### config.mk
export PLATFORM = sky130hd
export DESIGN_NAME = mesh_fu
export DESIGN_NICKNAME = d
export VERILOG_FILES = /design/src/rtl/mesh_fu.sv
export SDC_FILE = /design/constraint.sdc
export NUM_CORES = 1
export LEC_CHECK = 0
export BUFFER_PORTS_ARGS = -buffer_cell sky130_fd_sc_hd__buf_2
export CORE_ASPECT_RATIO = 0.6
export CORE_MARGIN = 2
export CORE_UTILIZATION = 59
export DETAILED_ROUTE_END_ITERATION = 8
export PLACE_DENSITY_LB_ADDON = 0.2
export RECOVER_POWER = 100
export SLEW_MARGIN = 10
export SYNTH_ARGS = -nofsm -noshare
export SYNTH_HDL_FRONTEND = slang
export SYNTH_SLANG_ARGS = --single-unit
### constraint.sdc
create_clock -name clk -period 7.2 [get_ports clk]
set_clock_uncertainty 0.2 [all_clocks]
set_input_delay 0.72 -clock clk [delete_from_list [all_inputs] [get_ports clk]]
set_output_delay 0.72 -clock clk [all_outputs]
set_load 0.01 [all_outputs]
### src/rtl/mesh_fu.sv
module mesh_fu #(
  parameter int W    = 16,
  parameter int CW   = 24,
  parameter int MAXD = 4
) (
  input  logic          clk,
  input  logic          rst_n,
  input  logic          cfg_we,
  input  logic [CW-1:0] cfg_data,
  input  logic          in_valid,
  input  logic [W-1:0]  left_in,
  input  logic [W-1:0]  right_in,
  input  logic [W-1:0]  skip_in,
  output logic          out_valid,
  output logic [W-1:0]  out_data,
  output logic          out_flag,
  output logic [W-1:0]  skip_out
);
  localparam int EW = W + 2;
  localparam logic [2:0] DMAX = 3'(MAXD);

  logic [CW-1:0] cfg_q;
  logic [3:0]    amt;
  logic [W-1:0]  l_sh, lut_res, alu_res, sel_res;
  logic [W:0]    sum;
  logic          carry, flag;
  logic [2:0]    dsel;
  logic [EW-1:0] stg [0:MAXD];

  assign amt = cfg_q[8:5];

  always_comb begin
    logic [2*W-1:0] dbl;
    if (cfg_q[10]) begin
      dbl  = {left_in, left_in} << amt;
      l_sh = cfg_q[9] ? dbl[2*W-1:W] : (left_in << amt);
    end else begin
      dbl  = {left_in, left_in} >> amt;
      l_sh = cfg_q[9] ? dbl[W-1:0] : (left_in >> amt);
    end
  end

  for (genvar i = 0; i < W; i++) begin : g_lut
    assign lut_res[i] = cfg_q[{l_sh[i], right_in[i]}];
  end

  assign sum     = {1'b0, l_sh} + {1'b0, right_in};
  assign alu_res = cfg_q[4] ? sum[W-1:0] : lut_res;
  assign carry   = cfg_q[4] & sum[W];

  always_comb begin
    case (cfg_q[15:14])
      2'd0:    flag = (alu_res == '0);
      2'd1:    flag = alu_res[W-1];
      2'd2:    flag = carry;
      default: flag = 1'b1;
    endcase
    case (cfg_q[17:16])
      2'd0:    sel_res = alu_res;
      2'd1:    sel_res = l_sh;
      2'd2:    sel_res = right_in;
      default: sel_res = skip_in;
    endcase
  end

  always_ff @(posedge clk) begin
    if (!rst_n) begin
      cfg_q    <= '0;
      stg[0]   <= '0;
      skip_out <= '0;
    end else begin
      if (cfg_we) cfg_q <= cfg_data;
      stg[0]   <= {in_valid & ~cfg_we, flag, sel_res};
      skip_out <= skip_in;
    end
  end

  for (genvar s = 1; s <= MAXD; s++) begin : g_dly
    always_ff @(posedge clk) begin
      if (!rst_n || cfg_we) stg[s] <= '0;
      else                  stg[s] <= stg[s-1];
    end
  end

  assign dsel = (cfg_q[13:11] > DMAX) ? DMAX : cfg_q[13:11];
  assign {out_valid, out_flag, out_data} = stg[dsel];
endmodule

==> impl_metrics.ini, run 1 <==
[final_layout]
syn_to_final_growth_pct = 12.2
diodes = 0
post-route-util_pct = 67.3
fin_area_sq_um = 9710
final_nets = 1114
drive_gt1_share_pct = 18.8

[synthesis]
yosysWarnings = 0
synth-seq-area-share_pct = 28.7
ys_seq_elements = 124
syn_avg_cell_area_sq_um = 8.94
synth_edf_count = 0
synth.net_count = 1061
syn_inst = 968
synthesis.area_sq_um = 8650
yosysUniqueCellTypes = 72
async_flop_share_pct = 0
synth_flop_cell = dfxtp_1

[drt]
wl_mm = 25.0
wl_met1_mm = 11.4
wl_per_cell_um = 20.3
drtPass1Iterations = 7
vias = 7846
drcViolationCount = 0
vias_per_cell = 6.37
wl_met2_mm = 9.63
top_layer_used = met5
drt_iter0_drc = 806
ant_nets = 0
routed-wl-met3_mm = 3.61

[timing]
maxSlewHeadroom_pct = -5.60
fin_crit_sh_pct = 92.2
finalMaxSlewViolations = 48
hold_violations = 0
max_freq_mhz = 151
period_minus_slack_ns = 6.64
rsz0062_at_grt = false
finalSetupViolations = 0
tightest_slew_ns = 1.58
fin_setup_tns_ns = 0

[clocking]
h-tree-depth = 4
hold_buffers = 0
ctsResizeCount = 0
cts_buffers = 17
clock_latency_ns = 0.41
clkSinkCount = 124
cts-root-buf = clkbuf_16
cts_tree = built
clkTransAtPathRegs_ns = 0.06
clk_path_buf_depth = 2
postCtsSetupRepairBufs = 0

[grt]
grt_pass1_vias = 7167
grt_max_degree = 74
grt_pass1_wl_mm = 39.7
grt_usage_pct = 32.4
antenna_found_initial = 0
grt_overflow = 0

[status]
status = complete, but fails checks
violations = capacitance limit, slew limit

[die]
die-width_um = 160
top_level_ports = 110
die_h_um = 97.8
core_sq_um = 14400
row_count = 34
dieArea_sq_um = 15700
initial_core_util_pct = 60.0

[worst_setup_path]
crit_fanout = 25
path_class = reg2reg
cp_data_required_time_ns = 7.35
critPathLaunchType = flip-flop
worstSetupEndpointType = flip-flop
arrival_ns = 6.79

[place]
place_hpwl_mm = 18.1
numPortBuffers = 103
place_area_sq_um = 9150
gp_congestion = 0.977

[power]
seqPwrFrac_pct = 33.6
clkPwrFrac_pct = 39.1
power.switching_w = 0.000729
power.density_nw_per_um2 = 233
netSwitchingFraction_pct = 32.2
p_leak_nw = 3.85
vdd_ir_drop_max_mv = 0.157
p_int_w = 0.00153
p_comb_share_pct = 27.3

[run]
maxCapViolCount = 1

[hold_path]
hold_path_class = reg2reg
## cell type report
class	instances	area, sq um
well taps	198	248
clock buffers	18	429
fillers	1166	4710
flip-flops and latches	124	2480
inverters	17	63.8
clock inverters	14	184
multi-input cells	745	5730
repair buffers	116	571
## power by group through the flow
stage | Combinational, W | Clock (W) | Sequential (W)
6_report | 0.000619 | 0.000885 | 0.000759
5_1_grt | 0.000669 | 0.000929 | 0.000763
4_1_cts | 0.000606 | 0.000892 | 0.000757
3_5_place_dp | 0.000599 | 0 | 0.000771
3_3_place_gp | 0.000595 | 0 | 0.000771
2_1_floorplan | 0.000458 | 0 | 0.000743
## layout by cell type (no fill, tap or decap), drive strengths merged, types with 4 or more instances in the layout
cell type,n
nor3,20
clkbuf,56
nor2,71
ha,16
nand2,73
o22ai,8
inv,21
and2,100
nand3,15
o211ai,5
or2,4
o31ai,6
a21o,12
o21ai,64
nor4,4
o221ai,4
xnor2,9
o21a,7
nor2b,8
a21oi,32
mux2i,107
clkinv,6
nand2b,7
a211oi,17
mux4,31
a221oi,6
a2111oi,4
mux2,60
dfxtp,124
buf,78
## synthesized netlist by cell type, types with 20 or more instances
master | number | area (sq um)
nand2_1 | 73 | 274
o21ai_0 | 60 | 300
mux4_2 | 30 | 676
dfxtp_1 | 124 | 2480
mux2i_1 | 106 | 1060
nor2_1 | 71 | 267
nor3_1 | 20 | 100
a21oi_1 | 32 | 160
clkbuf_1 | 56 | 210
mux2_2 | 44 | 495
and2_1 | 100 | 626
## path summary, 6_finish.rpt
path	endpoint	from	depth (start not counted)	slack (ns)
hold / removal	stg[4][10]	stg[3][10]	1	0.25
setup reg to reg	stg[0][16]	cfg_q[5]	16	0.56
hold reg to reg	stg[4][10]	stg[3][10]	1	0.25
setup / recovery	stg[0][16]	cfg_q[5]	16	0.56
## critical path, cell delays in order, from the launching register on
cell,delay (ns)
dfxtp_1,0.98
inv_1,0.64
a222oi_1,1.00
o21a_1,0.19
a21oi_1,0.06
mux2i_4,0.28
inv_1,0.11
ha_1,0.33
a21o_1,0.22
a21o_1,0.21
a21bo_1,0.26
o21ai_0,0.40
xnor2_1,0.26
o32a_1,0.22
or4b_1,0.60
nor4_1,0.42
o311a_1,0.18
## state kept, by name (all words and copies together) (netlist names)
name      cells
cfg_q        18
stg          90
skip_out     16
## kinds of logic (layout without fill, tap and decap cells)
group	Yosys count	count (layout)	synth area share, %
simple gates	320	320	18.8
compound gates	198	198	15.2
mux	198	198	28.4
flops	124	124	28.7
buf+inv	99	165	5.08
fa+ha+maj	17	17	2.55
xor+xnor	12	12	1.22
## stage by stage
stage	cells	setup slack (ns)	power, W	hold slack (ns)
5_1_grt	1232	0.489	0.00236	0.270
4_1_cts	1231	1.09	0.00225	0.252
2_1_floorplan	968	1.90	0.00120	0.224
6_report	1232	0.562	0.00226	0.250
3_5_place_dp	1199	1.05	0.00137	0.236
3_3_place_gp	1199	0.976	0.00137	0.228
## metal layers
layer / up-vias / global-route usage (%)
met1: 3688 / 49.9
met3: 33 / 12.2
met2: 497 / 41.7
li1: 3626 / -
met4: 2 / 7.14
met5: - / 2.73
(Power assumes the default switching activity.)
==> inputs of run 2 (changes only) <==
- CORE_MARGIN: 2 -> 5
==> impl_metrics.ini, run 2 (synthesis results as in run 1) <==
[place]
gp_congestion = 1.01
numPortBuffers = 103
place_hpwl_mm = 18.4

[worst_setup_path]
critPathLaunchType = flip-flop
path_class = reg2reg
worstSetupEndpointType = flip-flop
crit_fanout = 38
arrival_ns = 6.74
cp_data_required_time_ns = 7.35

[drt]
ant_nets = 0
vias_per_cell = 6.33
drt_iter0_drc = 1049
wl_per_cell_um = 20.6
wl_mm = 25.4
drcViolationCount = 0
vias = 7813
drtPass1Iterations = 6

[final_layout]
fillCellCount = 1187
syn_to_final_growth_pct = 12.1
reg.largest.list = stg: 90 flops, cfg_q: 18 flops, skip_out: 16 flops
largest_reg_flops = 90
final_cell_mix = dfxtp_1, mux2i_1, nand2_1
regMostFlops = stg
diodes = 0
layout_commonest_cell = dfxtp_1
final_nets = 1116
drive_gt1_share_pct = 19.2

[status]
violations = capacitance limit, slew limit
status = complete, but fails checks

[run]
maxCapViolCount = 1

[power]
power_w = 0.00225
power.density_nw_per_um2 = 232
p_leak_nw = 3.86
netSwitchingFraction_pct = 32.9
power.switching_w = 0.000740
vdd_ir_drop_max_mv = 0.160
seqPwrFrac_pct = 33.6
p_int_w = 0.00151
p_comb_share_pct = 27.5
clkPwrFrac_pct = 38.9

[die]
top_level_ports = 110
initial_core_util_pct = 60.0
row_count = 34
dieArea_sq_um = 17300
core_sq_um = 14400
die_h_um = 104
die-width_um = 166

[grt]
grt_max_degree = 74
grt_overflow = 0
grt_pass1_wl_mm = 40.7
antenna_found_initial = 0
grt_pass1_vias = 7196
grt_usage_pct = 29.1

[clocking]
clk_path_buf_depth = 2
cts_buffers = 17
clkTransAtPathRegs_ns = 0.06
ctsResizeCount = 0
cts_tree = built
clkSinkCount = 124
hold_buffers = 0
clock_latency_ns = 0.41
cts-root-buf = clkbuf_16
postCtsSetupRepairBufs = 0
h-tree-depth = 4

[timing]
finalSetupViolations = 0
maxSlewHeadroom_pct = -28.8
fin_crit_sh_pct = 91.6
finalMaxSlewViolations = 56
max_freq_mhz = 152
period_minus_slack_ns = 6.60
fin_setup_tns_ns = 0
tightest_slew_ns = 1.93
rsz0062_at_grt = false
hold_violations = 0
fin_hold_ws_ns = 0.239

[hold_path]
hold_path_class = reg2reg
## run 2: power groups by stage
stage	logic, W	clock network [W]	registers [W]
5_1_grt	0.000672	0.000918	0.000761
3_3_place_gp	0.000598	0	0.000768
4_1_cts	0.000610	0.000882	0.000755
6_report	0.000620	0.000877	0.000757
2_1_floorplan	0.000458	0	0.000743
3_5_place_dp	0.000604	0	0.000769
## run 2: cell type report
class | count | area (sq um) | area share (%)
multi-input cells | 745 | 5720 | 58.9
flip-flops and latches | 124 | 2490 | 25.6
repair buffers | 118 | 578 | 5.96
clock buffers | 18 | 439 | 4.53
well taps | 198 | 248 | 2.55
clock inverters | 14 | 170 | 1.75
inverters | 17 | 63.8 | 0.658
## run 2: worst max-delay path, stage by stage, from the launching register on
cell and delay (ns):
dfxtp_2 0.93, mux4_2 0.64, a222oi_1 0.73, o21a_1 0.19, a21oi_1 0.05, mux2i_1 0.56
inv_1 0.13, ha_1 0.36, a21o_1 0.21, a21o_1 0.21, a21bo_1 0.27, o21ai_0 0.40
xnor2_1 0.27, o32a_1 0.22, or4b_1 0.59, nor4_1 0.36, o311a_1 0.20
## run 2: final timing paths
kind | to | startpoint | slack (ns) | cells after the start
max | stg[0][16] | cfg_q[7] | 0.60 | 16
min | stg[4][0] | stg[3][0] | 0.24 | 1
max reg2reg | stg[0][16] | cfg_q[7] | 0.60 | 16
min reg2reg | stg[4][0] | stg[3][0] | 0.24 | 1
## run 2: metal layers
metal	GRT usage (%)	part of all wire, %	up-vias
li1	-	-	3624
met1	45.4	47	3708
met2	38.4	39	453
met3	10.8	13	28
met4	4.03	0.86	0
met5	0	0	-
## run 2: per-stage QoR
| stage | std cells | util [%] | area [sq um] | setup slack, ns |
|---|---|---|---|---|
| 2_1_floorplan | 968 | - | 8650 | 1.90 |
| 3_3_place_gp | 1201 | 63.5 | 9150 | 1.19 |
| 3_5_place_dp | 1201 | 63.5 | 9150 | 1.18 |
| 4_1_cts | 1233 | 67.7 | 9760 | 1.11 |
| 5_1_grt | 1234 | 67.3 | 9700 | 0.402 |
| 6_report | 1234 | 67.3 | 9700 | 0.602 |
==> inputs of run 3 (changes only) <==
- PLACE_DENSITY: not set -> 0.83
- PLACE_DENSITY_LB_ADDON: 0.2 -> not set
==> impl_metrics.ini, run 3 (synthesis results as in run 1) <==
[status]
status = complete, but fails checks
violations = capacitance limit, slew limit

[power]
p_leak_nw = 3.81
power.density_nw_per_um2 = 225
power_w = 0.00217
vdd_ir_drop_max_mv = 0.163

[drt]
drtPass1Iterations = 5
drcViolationCount = 0
ant_nets = 0
drt_iter0_drc = 1066
vias = 7814
vias_per_cell = 6.34
wl_mm = 24.8
wl_per_cell_um = 20.1

[timing]
tightest_slew_ns = 1.82
fin_setup_tns_ns = 0
hold_violations = 0
fin_crit_sh_pct = 91.2
finalMaxSlewViolations = 58
rsz0062_at_grt = false
max_freq_mhz = 152
maxSlewHeadroom_pct = -21.4
finalSetupViolations = 0
period_minus_slack_ns = 6.56

[clocking]
ctsResizeCount = 0
cts_buffers = 17
clkTransAtPathRegs_ns = 0.06
clock_latency_ns = 0.41
hold_buffers = 0
cts-root-buf = clkbuf_16
clk_path_buf_depth = 2
clkSinkCount = 124
h-tree-depth = 4
cts_tree = built
postCtsSetupRepairBufs = 0

[place]
place_area_sq_um = 9170
place_hpwl_mm = 17.7
dp_cells = 1201
gp_congestion = 0.976
numPortBuffers = 103

[final_layout]
layout_commonest_cell = dfxtp_1
final_cell_mix = dfxtp_1, mux2i_1, nand2_1
largest_reg_flops = 90
diodes = 0
regMostFlops = stg
fin_area_sq_um = 9650
drive_gt1_share_pct = 18.9
final_nets = 1116
finalNonFillerCells = 1233
reg.largest.list = stg: 90 flops, cfg_q: 18 flops, skip_out: 16 flops
fillCellCount = 1168
post-route-util_pct = 66.9
syn_to_final_growth_pct = 11.6

[hold_path]
hold_path_class = reg2reg
whs_endpoint = stg[4][12]
hold_depth = 1
min_from = stg[3][12]

[grt]
antenna_found_initial = 0
grt_overflow = 0
grt_usage_pct = 27.9
grt_max_degree = 74
grt_pass1_wl_mm = 39.4
grt_pass1_vias = 7172

[die]
die_h_um = 104
dieArea_sq_um = 17300
initial_core_util_pct = 60.0
core_sq_um = 14400
top_level_ports = 110
row_count = 34
die-width_um = 166

[worst_setup_path]
path_class = reg2reg
cp_data_required_time_ns = 7.34
rr_worst_depth = 18
crit_fanout = 18
r2r_slack_ns = 0.64
critPathLaunchType = flip-flop
critPathLaunch = cfg_q[5]
timing.rr.start = cfg_q[5]
r2r-end = stg[0][16]
arrival_ns = 6.71
worstSetupEndpointType = flip-flop

[run]
maxCapViolCount = 2
run 3: worst max-delay path by stage:
stage	end	slack, ns
2_1_floorplan	stg[0][16]	1.90
6_report	stg[0][16]	0.64
3_3_place_gp	stg[0][16]	1.24
3_5_place_dp	stg[0][16]	1.17
4_1_cts	stg[0][16]	1.10
5_1_grt	stg[0][16]	0.38
run 3: critical path: stages (launching register included):
cell and delay [ns]:
dfxtp_1 0.76, clkbuf_1 0.56, inv_2 0.35, mux2i_1 0.45
nor3_1 0.09, a21o_1 0.18, a211oi_2 0.43, inv_1 0.12
ha_1 0.23, a21oi_1 0.37, nand2b_1 0.10, a21o_1 0.19
a21bo_1 0.27, o21ai_0 0.50, xnor2_1 0.32, o32a_1 0.24
or4b_1 0.59, nor4_1 0.35, o311a_1 0.18
run 3: where the power goes:
part           leakage (nW)  total, W  internal (W)  switching [W]
clock                 0.254  0.000791      0.000480       0.000312
combinational          2.55  0.000625      0.000266       0.000359
sequential             1.01  0.000754      0.000717      0.0000370
total                  3.81   0.00217       0.00146       0.000708
run 3: area by class of cell:
| cell class | count | area (sq um) | share of cell area, % |
|---|---|---|---|
| inverters | 17 | 63.8 | 0.661 |
| multi-input cells | 745 | 5730 | 59.3 |
| flip-flops and latches | 124 | 2480 | 25.7 |
| well taps | 198 | 248 | 2.57 |
| repair buffers | 118 | 586 | 6.07 |
| clock buffers | 20 | 447 | 4.63 |
| clock inverters | 11 | 96.3 | 0.998 |
run 3: through the flow:
stage,setup slack (ns),hold slack [ns]
after floorplan,1.90,0.224
after global placement,1.24,0.230
after detailed placement,1.17,0.237
after CTS,1.10,0.250
after global routing,0.384,0.262
final,0.635,0.247
run 3: per-layer routing:
metal | global-route usage [%] | routed length (um) | vias to the layer above
li1 | - | - | 3623
met1 | 42.2 | 11300 | 3650
met5 | 0 | 0 | -
met3 | 8.76 | 3120 | 38
met4 | 5.90 | 401 | 0
met2 | 38.8 | 9970 | 503
